==> config.mk <==
export PLATFORM = sky130hd
export DESIGN_NAME = gp_timer
export DESIGN_NICKNAME = d
export VERILOG_FILES = /design/src/rtl/gpt_pkg.sv /design/src/rtl/gpt_lane.sv /design/src/rtl/gpt_rtc.sv /design/src/rtl/gpt_regs.sv /design/src/rtl/gp_timer.sv
export SDC_FILE = /design/constraint.sdc
export NUM_CORES = 1
export LEC_CHECK = 0
export ABC_AREA = 1
export BUFFER_PORTS_ARGS = -buffer_cell sky130_fd_sc_hd__buf_2
export CAP_MARGIN = 0
export CORE_MARGIN = 8
export CORE_UTILIZATION = 25
export CTS_BUF_LIST = sky130_fd_sc_hd__clkbuf_16
export DETAILED_ROUTE_END_ITERATION = 7
export PLACE_DENSITY = 0.48
export SETUP_SLACK_MARGIN = 0.1
export SLEW_MARGIN = 20
export SYNTH_ARGS = -nofsm -noshare
export SYNTH_HDL_FRONTEND = slang
export SYNTH_SLANG_ARGS = --single-unit
==> constraint.sdc <==
create_clock -name clk -period 2.41 [get_ports clk]
set_input_delay 0.241 -clock clk [delete_from_list [all_inputs] [get_ports clk]]
set_output_delay 0.241 -clock clk [all_outputs]
set_load 0.1 [all_outputs]
==> src/rtl/gpt_pkg.sv <==
package gpt_pkg;
   localparam int ADDR_W = 8;
   localparam int CFG_W  = 3;
   localparam int MODE_W = 4;
   localparam int CTL_W  = 16;
   localparam int STAT_W = 9;

   typedef logic [ADDR_W-1:0] gpt_addr_t;

   localparam gpt_addr_t OFS_CFG      = 8'h00;
   localparam gpt_addr_t OFS_MODE_A   = 8'h04;
   localparam gpt_addr_t OFS_MODE_B   = 8'h08;
   localparam gpt_addr_t OFS_CTL      = 8'h0C;
   localparam gpt_addr_t OFS_IMASK    = 8'h18;
   localparam gpt_addr_t OFS_RAW      = 8'h1C;
   localparam gpt_addr_t OFS_MSTAT    = 8'h20;
   localparam gpt_addr_t OFS_ICLR     = 8'h24;
   localparam gpt_addr_t OFS_LOAD_A   = 8'h28;
   localparam gpt_addr_t OFS_LOAD_B   = 8'h2C;
   localparam gpt_addr_t OFS_MATCH_A  = 8'h30;
   localparam gpt_addr_t OFS_MATCH_B  = 8'h34;
   localparam gpt_addr_t OFS_PRE_A    = 8'h38;
   localparam gpt_addr_t OFS_PRE_B    = 8'h3C;
   localparam gpt_addr_t OFS_PMATCH_A = 8'h40;
   localparam gpt_addr_t OFS_PMATCH_B = 8'h44;
   localparam gpt_addr_t OFS_RTC_VAL  = 8'h48;

   localparam int CTL_EN_A = 0;
   localparam int CTL_TRIG = 5;
   localparam int CTL_EN_B = 8;

   localparam int BIT_TO_A = 0;
   localparam int BIT_RTC  = 3;
   localparam int BIT_TO_B = 8;
   localparam logic [STAT_W-1:0] IMASK_KEEP = 9'h077;

   typedef enum logic [1:0] {
      OP_WIDE  = 2'd0,
      OP_RTC   = 2'd1,
      OP_SPLIT = 2'd2,
      OP_IDLE  = 2'd3
   } gpt_op_e;

   function automatic gpt_op_e decode_cfg(input logic [CFG_W-1:0] c);
      if (c == 3'd0)       return OP_WIDE;
      else if (c == 3'd1)  return OP_RTC;
      else if (c >= 3'd4)  return OP_SPLIT;
      else                 return OP_IDLE;
   endfunction
endpackage

==> src/rtl/gpt_lane.sv <==
module gpt_lane #(
   parameter int CNT_W = 32,
   parameter int PRE_W = 8
) (
   input  logic             clk,
   input  logic             rst_n,
   input  logic             active,
   input  logic             en,
   input  logic             start,
   input  logic             oneshot,
   input  logic [CNT_W-1:0] load,
   input  logic [PRE_W-1:0] presc,
   output logic             timeout,
   output logic             stop_req
);
   logic [CNT_W-1:0] cnt;
   logic [PRE_W-1:0] pre;
   logic             running;
   logic             step;

   assign running  = active && en && !start;
   assign step     = running && (pre == presc);
   assign timeout  = step && (cnt == '0);
   assign stop_req = timeout && oneshot;

   always_ff @(posedge clk) begin
      if (!rst_n) begin
         cnt <= '0;
         pre <= '0;
      end else if (start) begin
         cnt <= load;
         pre <= '0;
      end else if (running) begin
         if (step) begin
            pre <= '0;
            cnt <= (cnt == '0) ? load : cnt - 1'b1;
         end else begin
            pre <= pre + 1'b1;
         end
      end
   end
endmodule

==> src/rtl/gpt_rtc.sv <==
module gpt_rtc #(
   parameter int CNT_W = 32
) (
   input  logic             clk,
   input  logic             rst_n,
   input  logic             active,
   input  logic             en,
   input  logic             start,
   input  logic             tick,
   input  logic [CNT_W-1:0] load,
   input  logic [CNT_W-1:0] match,
   output logic [CNT_W-1:0] value,
   output logic             hit
);
   logic [CNT_W-1:0] nxt;
   logic             advance;

   assign nxt     = value + 1'b1;
   assign advance = active && en && !start && tick;
   assign hit     = advance && (nxt == match);

   always_ff @(posedge clk) begin
      if (!rst_n)       value <= '0;
      else if (start)   value <= load;
      else if (advance) value <= nxt;
   end
endmodule

==> src/rtl/gpt_regs.sv <==
module gpt_regs
   import gpt_pkg::*;
#(
   parameter int HALF_W = 16,
   parameter int PRE_W  = 8,
   parameter int DATA_W = 32
) (
   input  logic                 clk,
   input  logic                 rst_n,
   input  logic                 bus_wr,
   input  logic [ADDR_W-1:0]    bus_addr,
   input  logic [DATA_W-1:0]    bus_wdata,
   output logic [DATA_W-1:0]    bus_rdata,
   input  logic [STAT_W-1:0]    stat_set,
   input  logic [1:0]           stop_req,
   input  logic [2*HALF_W-1:0]  rtc_val,
   output gpt_op_e              op,
   output logic [1:0]           en,
   output logic                 trig_en,
   output logic [1:0]           oneshot,
   output logic [1:0]           start,
   output logic [HALF_W-1:0]    load_a,
   output logic [HALF_W-1:0]    load_b,
   output logic [HALF_W-1:0]    match_a,
   output logic [HALF_W-1:0]    match_b,
   output logic [PRE_W-1:0]     pre_a,
   output logic [PRE_W-1:0]     pre_b,
   output logic [STAT_W-1:0]    raw,
   output logic [STAT_W-1:0]    imask
);
   localparam int FULL_W = 2 * HALF_W;

   logic [CFG_W-1:0]  cfg;
   logic [MODE_W-1:0] mode_a, mode_b;
   logic [CTL_W-1:0]  ctl;
   logic [PRE_W-1:0]  pm_a, pm_b;
   logic [STAT_W-1:0] clr;
   logic              wide;
   logic [HALF_W-1:0] w_lo, w_hi;

   assign op      = decode_cfg(cfg);
   assign wide    = (op != OP_SPLIT);
   assign w_lo    = bus_wdata[HALF_W-1:0];
   assign w_hi    = bus_wdata[FULL_W-1:HALF_W];
   assign en      = {ctl[CTL_EN_B], ctl[CTL_EN_A]};
   assign trig_en = ctl[CTL_TRIG];
   assign oneshot = {mode_b[0], mode_a[0]};
   assign clr     = (bus_wr && bus_addr == OFS_ICLR) ? bus_wdata[STAT_W-1:0] : '0;

   always_comb begin
      start = '0;
      if (bus_wr && bus_addr == OFS_CTL) begin
         start[0] = bus_wdata[CTL_EN_A] && !ctl[CTL_EN_A];
         start[1] = bus_wdata[CTL_EN_B] && !ctl[CTL_EN_B];
      end
   end

   always_ff @(posedge clk) begin
      if (!rst_n) begin
         cfg <= '0; mode_a <= '0; mode_b <= '0; ctl <= '0;
         load_a <= '0; load_b <= '0; match_a <= '0; match_b <= '0;
         pre_a <= '0; pre_b <= '0; pm_a <= '0; pm_b <= '0;
         imask <= '0;
      end else begin
         if (bus_wr) begin
            case (bus_addr)
               OFS_CFG:      cfg    <= bus_wdata[CFG_W-1:0];
               OFS_MODE_A:   mode_a <= bus_wdata[MODE_W-1:0];
               OFS_MODE_B:   mode_b <= bus_wdata[MODE_W-1:0];
               OFS_IMASK:    imask  <= bus_wdata[STAT_W-1:0] & IMASK_KEEP;
               OFS_LOAD_A: begin
                  load_a <= w_lo;
                  if (wide) load_b <= w_hi;
               end
               OFS_LOAD_B:   load_b <= w_lo;
               OFS_MATCH_A: begin
                  match_a <= w_lo;
                  if (wide) match_b <= w_hi;
               end
               OFS_MATCH_B:  match_b <= w_lo;
               OFS_PRE_A:    pre_a  <= bus_wdata[PRE_W-1:0];
               OFS_PRE_B:    pre_b  <= bus_wdata[PRE_W-1:0];
               OFS_PMATCH_A: pm_a   <= bus_wdata[PRE_W-1:0];
               OFS_PMATCH_B: pm_b   <= bus_wdata[PRE_W-1:0];
               default: ;
            endcase
         end
         if (bus_wr && bus_addr == OFS_CTL) begin
            ctl <= bus_wdata[CTL_W-1:0];
         end else begin
            if (stop_req[0]) ctl[CTL_EN_A] <= 1'b0;
            if (stop_req[1]) ctl[CTL_EN_B] <= 1'b0;
         end
      end
   end

   always_ff @(posedge clk) begin
      if (!rst_n) raw <= '0;
      else        raw <= (raw & ~clr) | stat_set;
   end

   always_comb begin
      bus_rdata = '0;
      case (bus_addr)
         OFS_CFG:      bus_rdata[CFG_W-1:0]  = cfg;
         OFS_MODE_A:   bus_rdata[MODE_W-1:0] = mode_a;
         OFS_MODE_B:   bus_rdata[MODE_W-1:0] = mode_b;
         OFS_CTL:      bus_rdata[CTL_W-1:0]  = ctl;
         OFS_IMASK:    bus_rdata[STAT_W-1:0] = imask;
         OFS_RAW:      bus_rdata[STAT_W-1:0] = raw;
         OFS_MSTAT:    bus_rdata[STAT_W-1:0] = raw & imask;
         OFS_LOAD_A:   bus_rdata[FULL_W-1:0] = wide ? {load_b, load_a} : {{HALF_W{1'b0}}, load_a};
         OFS_LOAD_B:   bus_rdata[HALF_W-1:0] = load_b;
         OFS_MATCH_A:  bus_rdata[FULL_W-1:0] = wide ? {match_b, match_a} : {{HALF_W{1'b0}}, match_a};
         OFS_MATCH_B:  bus_rdata[HALF_W-1:0] = match_b;
         OFS_PRE_A:    bus_rdata[PRE_W-1:0]  = pre_a;
         OFS_PRE_B:    bus_rdata[PRE_W-1:0]  = pre_b;
         OFS_PMATCH_A: bus_rdata[PRE_W-1:0]  = pm_a;
         OFS_PMATCH_B: bus_rdata[PRE_W-1:0]  = pm_b;
         OFS_RTC_VAL:  if (op == OP_RTC) bus_rdata[FULL_W-1:0] = rtc_val;
         default: ;
      endcase
   end
endmodule

==> src/rtl/gp_timer.sv <==
module gp_timer
   import gpt_pkg::*;
#(
   parameter int HALF_W = 16,
   parameter int PRE_W  = 8,
   parameter int DATA_W = 32
) (
   input  logic              clk,
   input  logic              rst_n,
   input  logic              bus_wr,
   input  logic [7:0]        bus_addr,
   input  logic [DATA_W-1:0] bus_wdata,
   output logic [DATA_W-1:0] bus_rdata,
   input  logic              rtc_tick,
   output logic              irq,
   output logic              trig
);
   localparam int FULL_W  = 2 * HALF_W;
   localparam int N_LANES = 2;

   if (HALF_W < 4 || FULL_W > DATA_W || PRE_W < 1 || PRE_W > DATA_W
       || STAT_W > DATA_W || CTL_W > DATA_W) begin : g_bad_params
      $error("gp_timer: parameter set does not fit the register bus");
   end

   gpt_op_e             op;
   logic [1:0]          en, oneshot, start, stop_req;
   logic                trig_en;
   logic [HALF_W-1:0]   load_a, load_b, match_a, match_b;
   logic [PRE_W-1:0]    pre_a, pre_b;
   logic [STAT_W-1:0]   raw, imask, stat_set;
   logic [FULL_W-1:0]   rtc_val;
   logic                rtc_hit;
   logic [N_LANES-1:0]  lane_to, lane_active;
   logic [FULL_W-1:0]   lane_load [N_LANES];
   logic [PRE_W-1:0]    lane_pre  [N_LANES];

   gpt_regs #(.HALF_W(HALF_W), .PRE_W(PRE_W), .DATA_W(DATA_W)) u_regs (
      .clk(clk), .rst_n(rst_n), .bus_wr(bus_wr), .bus_addr(bus_addr),
      .bus_wdata(bus_wdata), .bus_rdata(bus_rdata), .stat_set(stat_set),
      .stop_req(stop_req), .rtc_val(rtc_val), .op(op), .en(en),
      .trig_en(trig_en), .oneshot(oneshot), .start(start),
      .load_a(load_a), .load_b(load_b), .match_a(match_a), .match_b(match_b),
      .pre_a(pre_a), .pre_b(pre_b), .raw(raw), .imask(imask)
   );

   always_comb begin
      lane_active[0] = (op == OP_WIDE) || (op == OP_SPLIT);
      lane_active[1] = (op == OP_SPLIT);
      lane_load[0]   = (op == OP_WIDE) ? {load_b, load_a} : {{HALF_W{1'b0}}, load_a};
      lane_load[1]   = {{HALF_W{1'b0}}, load_b};
      lane_pre[0]    = pre_a;
      lane_pre[1]    = pre_b;
   end

   for (genvar i = 0; i < N_LANES; i++) begin : g_lane
      gpt_lane #(.CNT_W(FULL_W), .PRE_W(PRE_W)) u_lane (
         .clk(clk), .rst_n(rst_n), .active(lane_active[i]), .en(en[i]),
         .start(start[i]), .oneshot(oneshot[i]), .load(lane_load[i]),
         .presc(lane_pre[i]), .timeout(lane_to[i]), .stop_req(stop_req[i])
      );
   end

   gpt_rtc #(.CNT_W(FULL_W)) u_rtc (
      .clk(clk), .rst_n(rst_n), .active(op == OP_RTC), .en(en[0]),
      .start(start[0]), .tick(rtc_tick), .load({load_b, load_a}),
      .match({match_b, match_a}), .value(rtc_val), .hit(rtc_hit)
   );

   always_comb begin
      stat_set           = '0;
      stat_set[BIT_TO_A] = lane_to[0];
      stat_set[BIT_RTC]  = rtc_hit;
      stat_set[BIT_TO_B] = lane_to[1];
   end

   assign irq = |(raw & imask);

   always_ff @(posedge clk) begin
      if (!rst_n) trig <= 1'b0;
      else        trig <= lane_to[0] && (op == OP_WIDE) && trig_en;
   end
endmodule

==> results.toml <==
[run_status]
status = "finished, final reports clean"

[critical_path]
cp_data_required_time_ns = 2.17
crit_end = "bus_rdata[11]"
path_max_fanout = 5
crit_start = "u_regs.cfg[1]"
reg2reg_to = "u_regs.raw[3]"
crit_path_end_kind = "output pin"
startpoint_type = "flip-flop"
worstSetupPathType = "flip-flop to output pin"
crit_arrival_ns = 2.16
rrSetupSlack_ns = 0.06
r2r_start = "u_regs.cfg[2]"
rr_worst_depth = 18

[sta]
slew-limit-headroom_pct = 52.0
tightest_slew_ns = 0.716
hold_viol = 0
finalCritPeriodShare_pct = 99.5
rsz0062_at_grt = "yes"
fmax_mhz = 417
setup_violations = 0
final.setup.tns_ns = 0
fin_crit_ns = 2.40
clock_skew_ns = 0.0256
timing.final.max_slew_violations = 0

[clock_tree]
clk_latency_ns = 0.56
root_buffer = "clkbuf_16"
cts_made_buffers = 34
path_clk_slew_ns = 0.06
cts_max_level = 2
clkSinkCount = 251
cts_tree = "yes"
cts_buffer_depth = 3

[flow_run]
drv_cap = 0

[logic_synthesis]
ys_warn_count = 0
ys_top_cells_by_area = "dfxtp_1, nand2_1, inv_1, o21ai_0, nor2_1"
synth_area_per_cell_sq_um = 6.51
syn_area_sq_um = 14500
yosysUniqueCellTypes = 54
yosysSeqAreaShare_pct = 34.7
synth_area_leader_cell = "dfxtp_1"
synth-simple-area-share_pct = 29.6
synth_edf_count = 0
synth_flop_cell = "dfxtp_1"
synth_compound_area_share_pct = 22.3
synth_mux_area_share_pct = 0
ys_ff_latch = 251
syn_nets = 2276
synthXorXnorAreaFrac_pct = 3.00
synth_top_area_share_pct = 34.7
synth_top_family_by_area = "simple AND/OR/NAND/NOR gates"
yosys.area_share.adder_pct = 0.605
syn_inst = 2225
ys_async_sr_fraction_pct = 0

[hold_path]
hold_class = "input port to flip-flop"

[global_route]
grt_pass1_wl_microns = 102000
first_global_vias = 15629
grt_usage_pct = 20.0
grt_max_degree = 121
antenna_found_initial = 3
grt-ovfl-total = 0

[die]
start_util_pct = 25.2
placement_rows = 88
die_h_microns = 257
die_area_sq_um = 65900
core_sq_um = 57500
fp.dieW_microns = 257
io_pins = 78

[drt]
drt_pass1_iterations = 5
drt_iter0_markers = 1483
via_count = 16328
routed_wirelength_microns = 68200
final_antenna_net_count = 0
wl_per_cell_microns = 21.4
viasPerCell = 5.12
drc = 0

[layout]
num-fill-cells = 6289
final_common_cell = "nand2_1"
final_cell_mix = "nand2_1, inv_1, dfxtp_1"
fin_util_pct = 32.8
drive_gt1_share_pct = 16.5
syn_to_final_growth_pct = 30.2
diodes = 0
final_nets = 2452

[placement]
routabilityCongestion = 0.973
post-dp-hpwl_microns = 51700
io_buffers = 77

[pwr]
leakage_nw = 7.61
worst_ir_drop_vdd_mv = 0.438
p_per_area_nw_per_um2 = 497
## layer usage
metal | global-route usage, % | routed length [microns]
met1 | 27.0 | 30500
met3 | 3.25 | 4590
met5 | 0 | 27
met2 | 31.7 | 30600
met4 | 7.56 | 2590
## cell type report
| class | count | area (sq um) | share of cell area, % |
|---|---|---|---|
| repair buffers | 221 | 2170 | 11.5 |
| well taps | 765 | 957 | 5.08 |
| clock inverters | 23 | 173 | 0.916 |
| multi-input cells | 1610 | 8600 | 45.6 |
| clock buffers | 34 | 851 | 4.51 |
| flip-flops and latches | 251 | 5030 | 26.7 |
| inverters | 283 | 1080 | 5.71 |
## cells in the mapped netlist, types with 7 or more instances
master / n
ha_1: 7
o2111ai_1: 12
buf_2: 19
nand3_1: 156
nor2_2: 13
inv_1: 266
inv_2: 12
nand4_1: 21
nor2_1: 216
o211ai_1: 39
o21ai_1: 11
xor2_1: 34
o21ai_0: 195
nand2_2: 7
a211oi_1: 20
a221oi_1: 14
o221ai_1: 9
clkbuf_1: 54
o22ai_1: 59
dfxtp_1: 251
nor4_1: 11
nand2_1: 517
xnor2_1: 13
nor3_1: 33
a21oi_1: 147
a31oi_1: 35
## power by group
part	total (W)	internal, W	switching (W)
Combinational	0.000360	0.0000942	0.000266
Clock	0.00485	0.00278	0.00207
Sequential	0.00416	0.00415	0.00000628
Total	0.00937	0.00703	0.00234
## stage by stage
step	hold WS, ns	setup slack, ns	power (W)	std cells	instance area [sq um]
global placement	0.443	-0.0807	0.00459	3089	17100
detailed placement	0.452	-0.0299	0.00459	3089	17100
CTS	0.000617	0.0289	0.00946	3174	18500
finish	0.0183	0.0110	0.00937	3187	18900
global route	0.0237	-0.0507	0.00965	3187	18900
floorplan	0.390	-0.353	0.00440	2225	14800
## cells by family (layout without fill, tap and decap cells)
family / after synthesis / after routing
AND/OR/NAND/NOR: 1000 / 1000
flip-flops: 251 / 251
AO/OA/AOI/OAI: 555 / 555
buffers and inverters: 364 / 561
XOR/XNOR: 48 / 48
adder cells (fa/ha/maj): 7 / 7
## flip-flops by register name (all words and copies together) (netlist names), 9 cells and up
register,flops
g_lane.u_lane.cnt,64
u_rtc.value,32
u_regs.load_a,16
u_regs.ctl,16
u_regs.match_a,16
u_regs.match_b,16
u_regs.raw,9
g_lane.u_lane.pre,16
u_regs.load_b,16
## how the worst min path moves through the flow
stage               cells past startpoint           endpoint      startpoint  slack [ns]
floorplan                               2      u_regs.ctl[8]    bus_wdata[8]        0.39
global placement                        2      u_regs.raw[7]   u_regs.raw[7]        0.44
detailed placement                      2     u_regs.pm_b[6]  u_regs.pm_b[6]        0.45
CTS                                     3   u_regs.load_b[8]   bus_wdata[24]      0.0006
global route                            3  u_regs.load_b[10]   bus_wdata[10]        0.02
finish                                  3   u_regs.load_b[9]   bus_wdata[25]        0.02
## what timing repair did
item / in CTS / in global routing
endpoints found under the setup margin: 18 / 64
hold buffers: 13 / 0
setup buffers: 13 / 12
gates cloned: 2 / 1
hold endpoints to repair: 10 / 0
pin swaps: 15 / 18
resized for setup: 42 / 51
## critical path: stages (launching register included)
cell	delay (ns)
dfxtp_4	0.36
nor2_4	0.04
nand2_2	0.07
inv_2	0.06
nand2_4	0.13
buf_12	0.14
buf_12	0.11
o22ai_2	0.07
a31oi_1	0.19
o2111ai_2	0.20
buf_12	0.22
No activity file was read; power rests on OpenSTA's default activity.
